File: src/rtl/dpx_pkg.sv
package dpx_pkg;

  // refill request sequencing
  typedef enum logic [1:0] {
    RQ_IDLE  = 2'd0,
    RQ_WAIT  = 2'd1,
    RQ_BURST = 2'd2
  } rq_state_e;

endpackage

File: src/rtl/dpx_store.sv
module dpx_store #(
  parameter int DATA_W = 32,
  parameter int DEPTH  = 5,
  parameter int CNT_W  = 3
) (
  input  logic              clk,
  input  logic              rst_n,
  input  logic              flush,
  input  logic              push,
  input  logic              pop,
  input  logic [DATA_W-1:0] wr_data,
  output logic [CNT_W-1:0]  fill_cnt,
  output logic [DATA_W-1:0] bottom
);

  logic [DEPTH-1:0][DATA_W-1:0] slot_q;
  logic [DEPTH-1:0][DATA_W-1:0] slot_d;
  logic [CNT_W-1:0]             cnt_q;
  logic [CNT_W-1:0]             wpos;

  // a pop frees the bottom slot first, so the new word lands one lower
  assign wpos = pop ? (cnt_q - CNT_W'(1)) : cnt_q;

  for (genvar gi = 0; gi < DEPTH; gi++) begin : g_slot
    logic [DATA_W-1:0] moved;
    if (gi == DEPTH - 1) begin : g_top
      assign moved = pop ? '0 : slot_q[gi];
    end else begin : g_mid
      assign moved = pop ? slot_q[gi+1] : slot_q[gi];
    end
    assign slot_d[gi] = flush ? '0 :
                        (push && (wpos == CNT_W'(gi))) ? wr_data : moved;
  end

  always_ff @(posedge clk) begin
    if (!rst_n) begin
      slot_q <= '0;
      cnt_q  <= '0;
    end else begin
      slot_q <= slot_d;
      if (flush)
        cnt_q <= '0;
      else if (push && !pop)
        cnt_q <= cnt_q + CNT_W'(1);
      else if (pop && !push)
        cnt_q <= cnt_q - CNT_W'(1);
    end
  end

  assign fill_cnt = cnt_q;
  assign bottom   = slot_q[0];

endmodule

File: src/rtl/dpx_req_ctl.sv
module dpx_req_ctl
  import dpx_pkg::*;
#(
  parameter int DEPTH = 5,
  parameter int BURST = 4,
  parameter int CNT_W = 3
) (
  input  logic             clk,
  input  logic             rst_n,
  input  logic             en,
  input  logic             init,
  input  logic [CNT_W-1:0] fill_cnt,
  input  logic             push,
  input  logic             dma_ack,
  output logic             dma_req
);

  localparam int LOW_MARK = DEPTH - BURST;
  localparam int WORD_W   = $clog2(BURST + 1);

  rq_state_e         st_q;
  logic [WORD_W-1:0] words_q;
  logic              armed_q;

  always_ff @(posedge clk) begin
    if (!rst_n) begin
      st_q    <= RQ_IDLE;
      words_q <= '0;
      armed_q <= 1'b0;
    end else if (!en) begin
      st_q    <= RQ_IDLE;
      words_q <= '0;
      armed_q <= 1'b0;
    end else begin
      if (init)
        armed_q <= 1'b1;
      case (st_q)
        RQ_IDLE: begin
          if (armed_q && (fill_cnt <= CNT_W'(LOW_MARK)))
            st_q <= RQ_WAIT;
        end
        RQ_WAIT: begin
          if (dma_ack) begin
            st_q    <= RQ_BURST;
            words_q <= push ? WORD_W'(1) : '0;
          end
        end
        RQ_BURST: begin
          if (push) begin
            if (words_q == WORD_W'(BURST - 1)) begin
              st_q    <= RQ_IDLE;
              words_q <= '0;
            end else begin
              words_q <= words_q + WORD_W'(1);
            end
          end
        end
        default: st_q <= RQ_IDLE;
      endcase
    end
  end

  assign dma_req = (st_q == RQ_WAIT);

endmodule

File: src/rtl/dpx_status.sv
module dpx_status (
  input  logic clk,
  input  logic rst_n,
  input  logic underrun_evt,
  input  logic clr,
  input  logic irq_en,
  output logic st_underrun,
  output logic irq
);

  logic st_q;

  always_ff @(posedge clk) begin
    if (!rst_n)
      st_q <= 1'b0;
    else if (underrun_evt)
      st_q <= 1'b1;
    else if (clr)
      st_q <= 1'b0;
  end

  assign st_underrun = st_q;
  assign irq         = st_q & irq_en;

endmodule

File: src/rtl/dpx_fifo.sv
module dpx_fifo #(
  parameter int DATA_W = 32,
  parameter int DEPTH  = 5,
  parameter int BURST  = 4
) (
  input  logic              clk,
  input  logic              rst_n,
  input  logic              en,
  input  logic              init,
  output logic              dma_req,
  input  logic              dma_ack,
  input  logic              wr_valid,
  output logic              wr_ready,
  input  logic [DATA_W-1:0] wr_data,
  output logic              rd_valid,
  input  logic              rd_ready,
  output logic [DATA_W-1:0] rd_data,
  output logic              st_underrun,
  input  logic              st_clr,
  input  logic              irq_en,
  output logic              irq
);

  localparam int CNT_W = $clog2(DEPTH + 1);

  logic [CNT_W-1:0]  fill_cnt;
  logic [DATA_W-1:0] bottom;
  logic              push;
  logic              pop;
  logic              not_empty;
  logic              underrun_evt;

  assign not_empty    = (fill_cnt != '0);
  assign wr_ready     = en && (fill_cnt < CNT_W'(DEPTH));
  assign rd_valid     = en && not_empty;
  assign push         = wr_valid && wr_ready;
  assign pop          = rd_ready && rd_valid;
  assign underrun_evt = en && rd_ready && !not_empty;
  assign rd_data      = rd_valid ? bottom : '0;

  dpx_store #(
    .DATA_W (DATA_W),
    .DEPTH  (DEPTH),
    .CNT_W  (CNT_W)
  ) u_store (
    .clk      (clk),
    .rst_n    (rst_n),
    .flush    (!en),
    .push     (push),
    .pop      (pop),
    .wr_data  (wr_data),
    .fill_cnt (fill_cnt),
    .bottom   (bottom)
  );

  dpx_req_ctl #(
    .DEPTH (DEPTH),
    .BURST (BURST),
    .CNT_W (CNT_W)
  ) u_req (
    .clk      (clk),
    .rst_n    (rst_n),
    .en       (en),
    .init     (init),
    .fill_cnt (fill_cnt),
    .push     (push),
    .dma_ack  (dma_ack),
    .dma_req  (dma_req)
  );

  dpx_status u_stat (
    .clk          (clk),
    .rst_n        (rst_n),
    .underrun_evt (underrun_evt),
    .clr          (st_clr),
    .irq_en       (irq_en),
    .st_underrun  (st_underrun),
    .irq          (irq)
  );

endmodule

File: config.mk
export PLATFORM = sky130hd
export DESIGN_NAME = dpx_fifo
export DESIGN_NICKNAME = d
export VERILOG_FILES = /design/src/rtl/dpx_pkg.sv /design/src/rtl/dpx_store.sv /design/src/rtl/dpx_req_ctl.sv /design/src/rtl/dpx_status.sv /design/src/rtl/dpx_fifo.sv
export SDC_FILE = /design/constraint.sdc
export NUM_CORES = 1
export LEC_CHECK = 0
export CAP_MARGIN = 15
export CORE_MARGIN = 2
export CORE_UTILIZATION = 50
export CTS_BUF_LIST = sky130_fd_sc_hd__clkbuf_4 sky130_fd_sc_hd__clkbuf_8 sky130_fd_sc_hd__clkbuf_16
export DETAILED_ROUTE_END_ITERATION = 12
export GPL_TIMING_DRIVEN = 0
export HOLD_SLACK_MARGIN = 0.06
export MAX_ROUTING_LAYER = met4
export PLACE_DENSITY = 0.71
export SLEW_MARGIN = 20
export SYNTH_ARGS = -nofsm -noshare
export SYNTH_HDL_FRONTEND = slang
export SYNTH_SLANG_ARGS = --single-unit
File: constraint.sdc
create_clock -name clk -period 4.9 [get_ports clk]
set_input_delay 0.98 -clock clk [delete_from_list [all_inputs] [get_ports clk]]
set_output_delay 0.98 -clock clk [all_outputs]
set_load 0.02 [all_outputs]
# --- Word-level counts from Yosys, hierarchy flattened ---
# Cells that the tools add are included.
totals:
  regBits: 170
  input_bits: 41
  out_inout_bits: 37
  word_cells: 84
op_classes:
  n_addsub: 3
  order_cmp: 2
  eq_ne: 11
  mux: 26
  bitwise: 1
  n_reduce_logical: 31
ops:
  columns: ["op", "n"]
  rows:
  - ["$mux W32", 11]
  - ["$mux W3", 6]
  - ["$reduce_bool A2 Y1", 8]
  - ["$logic_and A1 B1 Y1", 14]
  - ["$eq A3 B2 Y1 const B", 3]
  - ["$mux W2", 4]
  - ["$ne A2 B1 Y1 const B", 4]
  - ["$add A3 B1 Y3 const B", 2]
  - ["$pmux W2 S3", 1]
  - ["$pmux W3 S2", 1]
  - ["$reduce_and A4 Y1", 1]
  - ["$eq A3 B1 Y1 const B", 1]
  - ["$eq A3 B3 Y1 const B", 1]
  - ["$le A3 B1 Y1 const B", 1]
  - ["$logic_not A1 Y1", 3]
  - ["$logic_not A3 Y1", 1]
  - ["$lt A3 B3 Y1 const B", 1]
  - ["$mux W1", 3]
  - ["$reduce_and A3 Y1", 1]
  - ["$reduce_bool A3 Y1", 1]
  - ["$sub A3 B1 Y3 const B", 1]
  - ["$eq A2 B1 Y1 const B", 1]
  - ["$eq A2 B2 Y1 const B", 1]
  - ["$logic_not A2 Y1", 1]
  - ["other kinds (2)", 2]

# --- Longest topological paths before layout ---
# Gate-level depths: netlist (run 1).
logic_depth:
  ltp_word: 7
  mapped_depth: 13

# --- Modules after synthesis ---
# Synthesis (run 1) repeated with hierarchy kept, for this count alone.
hier_totals:
  cells_unflattened: 822
  hier_area_um2: 8399.3
modules_own_cells:
  columns: ["mod", "instances", "cells_per_inst", "area_each_um2"]
  rows:
  - ["dpx_store", 1, 736, 7728.7]
  - ["dpx_req_ctl", 1, 34, 317.8]
  - ["dpx_fifo", 1, 48, 304.0]
  - ["dpx_status", 1, 4, 48.8]

# --- Least setup slack after synthesis (run 1) ---
# No wires, ideal clock.
synth_timing:
  path_kind: "register -> output"
  from: "reg u_store.cnt_q[0] (netlist: u_store.fill_cnt[0])"
  to: "out rd_data[22]"
  t_arrival_ps: 1853
  required_ps: 3920
  slack_ps: 2067
  path_stages_with_launch: 9
  path_buffers: 4
  path_cell_list: "dfxtp_1 buf_2 inv_1 ha_1 nand2b_1 buf_2 buf_1 clkbuf_1 and3_1"
synth_via:
  elab_chain_len: 3
synth_lines:
  columns: ["item", "line_no", "source"]
  rows:
  - ["start: declaration", "dpx_store.sv:18", "logic [CNT_W-1:0] cnt_q;"]
  - ["start signal: assignment", "dpx_store.sv:44", "cnt_q <= cnt_q + CNT_W'(1);"]
  - ["start signal: assignment", "dpx_store.sv:46", "cnt_q <= cnt_q - CNT_W'(1);"]
  - ["$reduce_bool A3 Y1", "dpx_fifo.sv:33", "assign not_empty = (fill_cnt != '0);"]
  - ["$logic_and A1 B1 Y1", "dpx_fifo.sv:35", "assign rd_valid = en && not_empty;"]
  - ["$mux W32", "dpx_fifo.sv:39", "assign rd_data = rd_valid ? bottom : '0;"]
  - ["end: declaration", "dpx_fifo.sv:17", "output logic [DATA_W-1:0] rd_data,"]
# No other way between the ends.

# --- Worst setup path after layout (run 1) ---
layout_timing:
  from: "reg u_store.cnt_q[0] (netlist: u_store.fill_cnt[0])"
  to: "out rd_data[29]"
# The elaborated chain is that of the path after synthesis.

==> results.sh, run 1 <==
export IMPL_status="complete, no violations"
export IMPL_finalCritPeriodShare_pct=89.3
export IMPL_final_cells=1324
export IMPL_htreeDepth=4
export IMPL_antenna_found_initial=0
export IMPL_wl_met1_um=11700
export IMPL_ant_nets=0
export IMPL_dpl_cell_count=1293
export IMPL_fmax_mhz=229
export IMPL_cts_tree="built"
export IMPL_end_kind="output pin"
export IMPL_firstDrtPassIters=5
export IMPL_synth_edf_count=0
export IMPL_clock_latency_ns=0.43
export IMPL_synth_async_reset_ratio_pct=0
export IMPL_routed_wl_met2_um=12100
export IMPL_die_height_um=137
export IMPL_start_util_pct=51.1
export IMPL_root_buffer="clkbuf_16"
export IMPL_drive_gt1_share_pct=6.92
export IMPL_design_area_mm2=0.0105
export IMPL_postPlaceCellArea_mm2=0.00989
export IMPL_grt_pass1_wl_um=40900
export IMPL_path_clk_slew_ns=0.06
export IMPL_cp_required_ns=3.92
export IMPL_timing_hold_violations_final=0
export IMPL_clk_path_buf_depth=2
export IMPL_syn_num_nets=1038
export IMPL_ys_seq_area_share_pct=38.5
export IMPL_drt_iter0_drc=618
export IMPL_crit_arrival_ns=3.40
export IMPL_synth_seq_cells=170
export IMPL_die_width_um=137
export IMPL_fin_skew_ns=0.00668
export IMPL_area_delta_synth_final_pct=18.5
export IMPL_wire_per_inst_um=19.4
export IMPL_power_mw=3.13
export IMPL_cts_buffers=17
export IMPL_vdd_drop_max_mv=0.257
export IMPL_core_mm2=0.0173
export IMPL_period_minus_slack_ns=4.38
export IMPL_crit_path_start_kind="flip-flop"
export IMPL_hpwl_um=18300
export IMPL_numPortBuffers=77
export IMPL_cts_setup_buffers=0
export IMPL_tightest_slew_ns=0.747
export IMPL_via_per_inst=5.89
export IMPL_cap_violations=0
export IMPL_tns_ns=0
export IMPL_p_per_area_mw_per_mm2=299
export IMPL_num_vias=7799
export IMPL_first_global_vias=7589
export IMPL_wl_um=25600
export IMPL_io_pins=78
export IMPL_syn_area_mm2=0.00884
export IMPL_insertedDiodeCount=0
export IMPL_fin_nets=1134
export IMPL_cts_sinks=170
export IMPL_cts_hold_buf=0
export IMPL_hold_class="reg -> reg"
export IMPL_grt_overflow=0
export IMPL_syn_area_per_cell_um2=8.92
export IMPL_wl_met3_um=1180
export IMPL_drc=0
export IMPL_routabilityCongestion=0.923
export IMPL_ys_flop_type="dfxtp_1"
export IMPL_synthCells=991
export IMPL_finalWorstSetupSlack_ns=0.525
export IMPL_fin_hold_ws_ns=0.442
export IMPL_grt_start_max_net_pins=17
export IMPL_cts_resized=0
export IMPL_multiInputGateArea_mm2=0.00486
export IMPL_fp_row_count=48
export IMPL_dieArea_mm2=0.0188
export IMPL_grt_setup_unrepaired="false"
export IMPL_power_leakage_nw=3.95
export IMPL_dp_slack_ns=0.880
export IMPL_post_route_util_pct=60.5
export IMPL_crit_type="reg -> out"
export IMPL_setup_violations=0
export IMPL_synth_cell_types=40
export IMPL_ys_warn_count=0
export IMPL_slew_limit_headroom_pct=50.2
export IMPL_nFillCells=1594
export IMPL_critPathMaxFanout=10
export IMPL_regArea_mm2=0.00340
export IMPL_grt_use_total_pct=29.2
export IMPL_top_layer="met4"
export IMPL_drv_slew=0
## path summary, 6_finish.rpt
kind | start | end | slack, ns | cells after the start
min | u_req.words_q[2] | u_req.words_q[2] | 0.44 | 2
max reg2reg | u_store.fill_cnt[0] | u_store.fill_cnt[2] | 1.79 | 11
max | u_store.fill_cnt[0] | rd_data[29] | 0.52 | 9
min reg2reg | u_req.words_q[2] | u_req.words_q[2] | 0.44 | 2
## sequential cells by signal (all words and copies together), names as in the netlist
signal	count
u_store.bottom	32
u_req.words_q	3
u_req.st_q	2
u_req.armed_q	1
u_store.slot_q	128
u_stat.st_underrun	1
u_store.fill_cnt	3
## cell families (layout without fill, tap and decap cells)
group	after synthesis	count (layout)	share of synthesized area, %
flops	170	170	38.5
simple gates	258	258	14.8
xor+xnor	2	2	0.198
buf+inv	111	219	6.47
mux	164	164	18.6
compound gates	280	280	20.6
fa+ha+maj	6	6	0.850
## critical path: stages (launching register included)
cell	delay (ns)
dfxtp_1	0.35
buf_2	0.20
inv_1	0.12
ha_1	0.24
nand2b_1	0.09
buf_2	0.23
buf_1	0.42
clkbuf_1	0.47
and3_1	0.23
clkdlybuf4s50_1	0.60
## layout make-up
| class | count | area share [%] |
|---|---|---|
| Tap cell | 225 | 2.69 |
| Clock inverter | 8 | 0.909 |
| Inverter | 5 | 0.179 |
| Multi-Input combinational cell | 710 | 46.4 |
| Clock buffer | 23 | 4.61 |
| Buffer | 106 | 5.28 |
| Timing Repair Buffer | 77 | 7.36 |
| Sequential cell | 170 | 32.5 |
## Yosys cell counts (all sizes together), types with 2 or more instances
library cell / number / area [um2]
a21o: 125 / 938
a21oi: 4 / 20.0
nand4: 2 / 12.5
and2: 6 / 37.5
o211ai: 3 / 32.5
a211oi: 9 / 108
nand2: 38 / 145
nor2b: 3 / 18.8
and3: 32 / 200
buf: 42 / 313
ha: 6 / 75.1
nor4: 2 / 12.5
mux2i: 163 / 1630
inv: 4 / 15.0
dfxtp: 170 / 3400
nor2: 9 / 33.8
nand3: 161 / 811
a2111oi: 3 / 26.3
o22ai: 2 / 12.5
o21ai: 130 / 651
nand2b: 3 / 18.8
xor2: 2 / 17.5
clkbuf: 64 / 240
## placed cells by master, fill, tap and decap left out, types with 2 or more instances in the layout
cell / netlist / layout
nor2_1: 9 / 9
a21o_1: 125 / 125
o211ai_2: 2 / 2
buf_6: 13 / 13
buf_8: 3 / 3
a211oi_4: 2 / 2
bufinv_16: 0 / 2
clkdlybuf4s50_1: 0 / 77
clkinvlp_4: 0 / 2
nand2b_1: 3 / 3
a211oi_2: 3 / 3
xor2_1: 2 / 2
and2_1: 6 / 6
dfxtp_1: 170 / 170
inv_1: 4 / 4
a211oi_1: 4 / 4
ha_1: 6 / 6
buf_1: 7 / 7
o21ai_0: 129 / 129
a2111oi_0: 3 / 3
buf_2: 19 / 19
clkinv_2: 0 / 4
nand4_1: 2 / 2
clkbuf_8: 0 / 2
a21oi_1: 4 / 4
nor2b_1: 3 / 3
clkbuf_1: 64 / 64
nand2_1: 37 / 37
and3_1: 32 / 32
nand3_1: 160 / 160
clkbuf_16: 0 / 17
nor4_1: 2 / 2
mux2i_1: 163 / 163
clkbuf_4: 0 / 4
o22ai_1: 2 / 2
## power by group
part | switching (mW) | internal (mW)
clock | 0.552 | 0.793
combinational | 0.270 | 0.109
sequential | 0.00768 | 1.39
total | 0.830 | 2.30
## layer usage
metal  global-route usage, %  vias to the layer above
li1                        -                     3773
met1                    37.5                     3757
met2                    46.7                      225
met3                    4.44                       44
met4                    10.2                        0
met5                       -                        -
No activity file was read; power rests on OpenSTA's default activity.
==> inputs of run 2 (changes only) <==
Settings changed: GPL_ROUTABILITY_DRIVEN from default to 0.
==> results of run 2 <==
Final layout, timing and power as in run 1 (identical DEF).
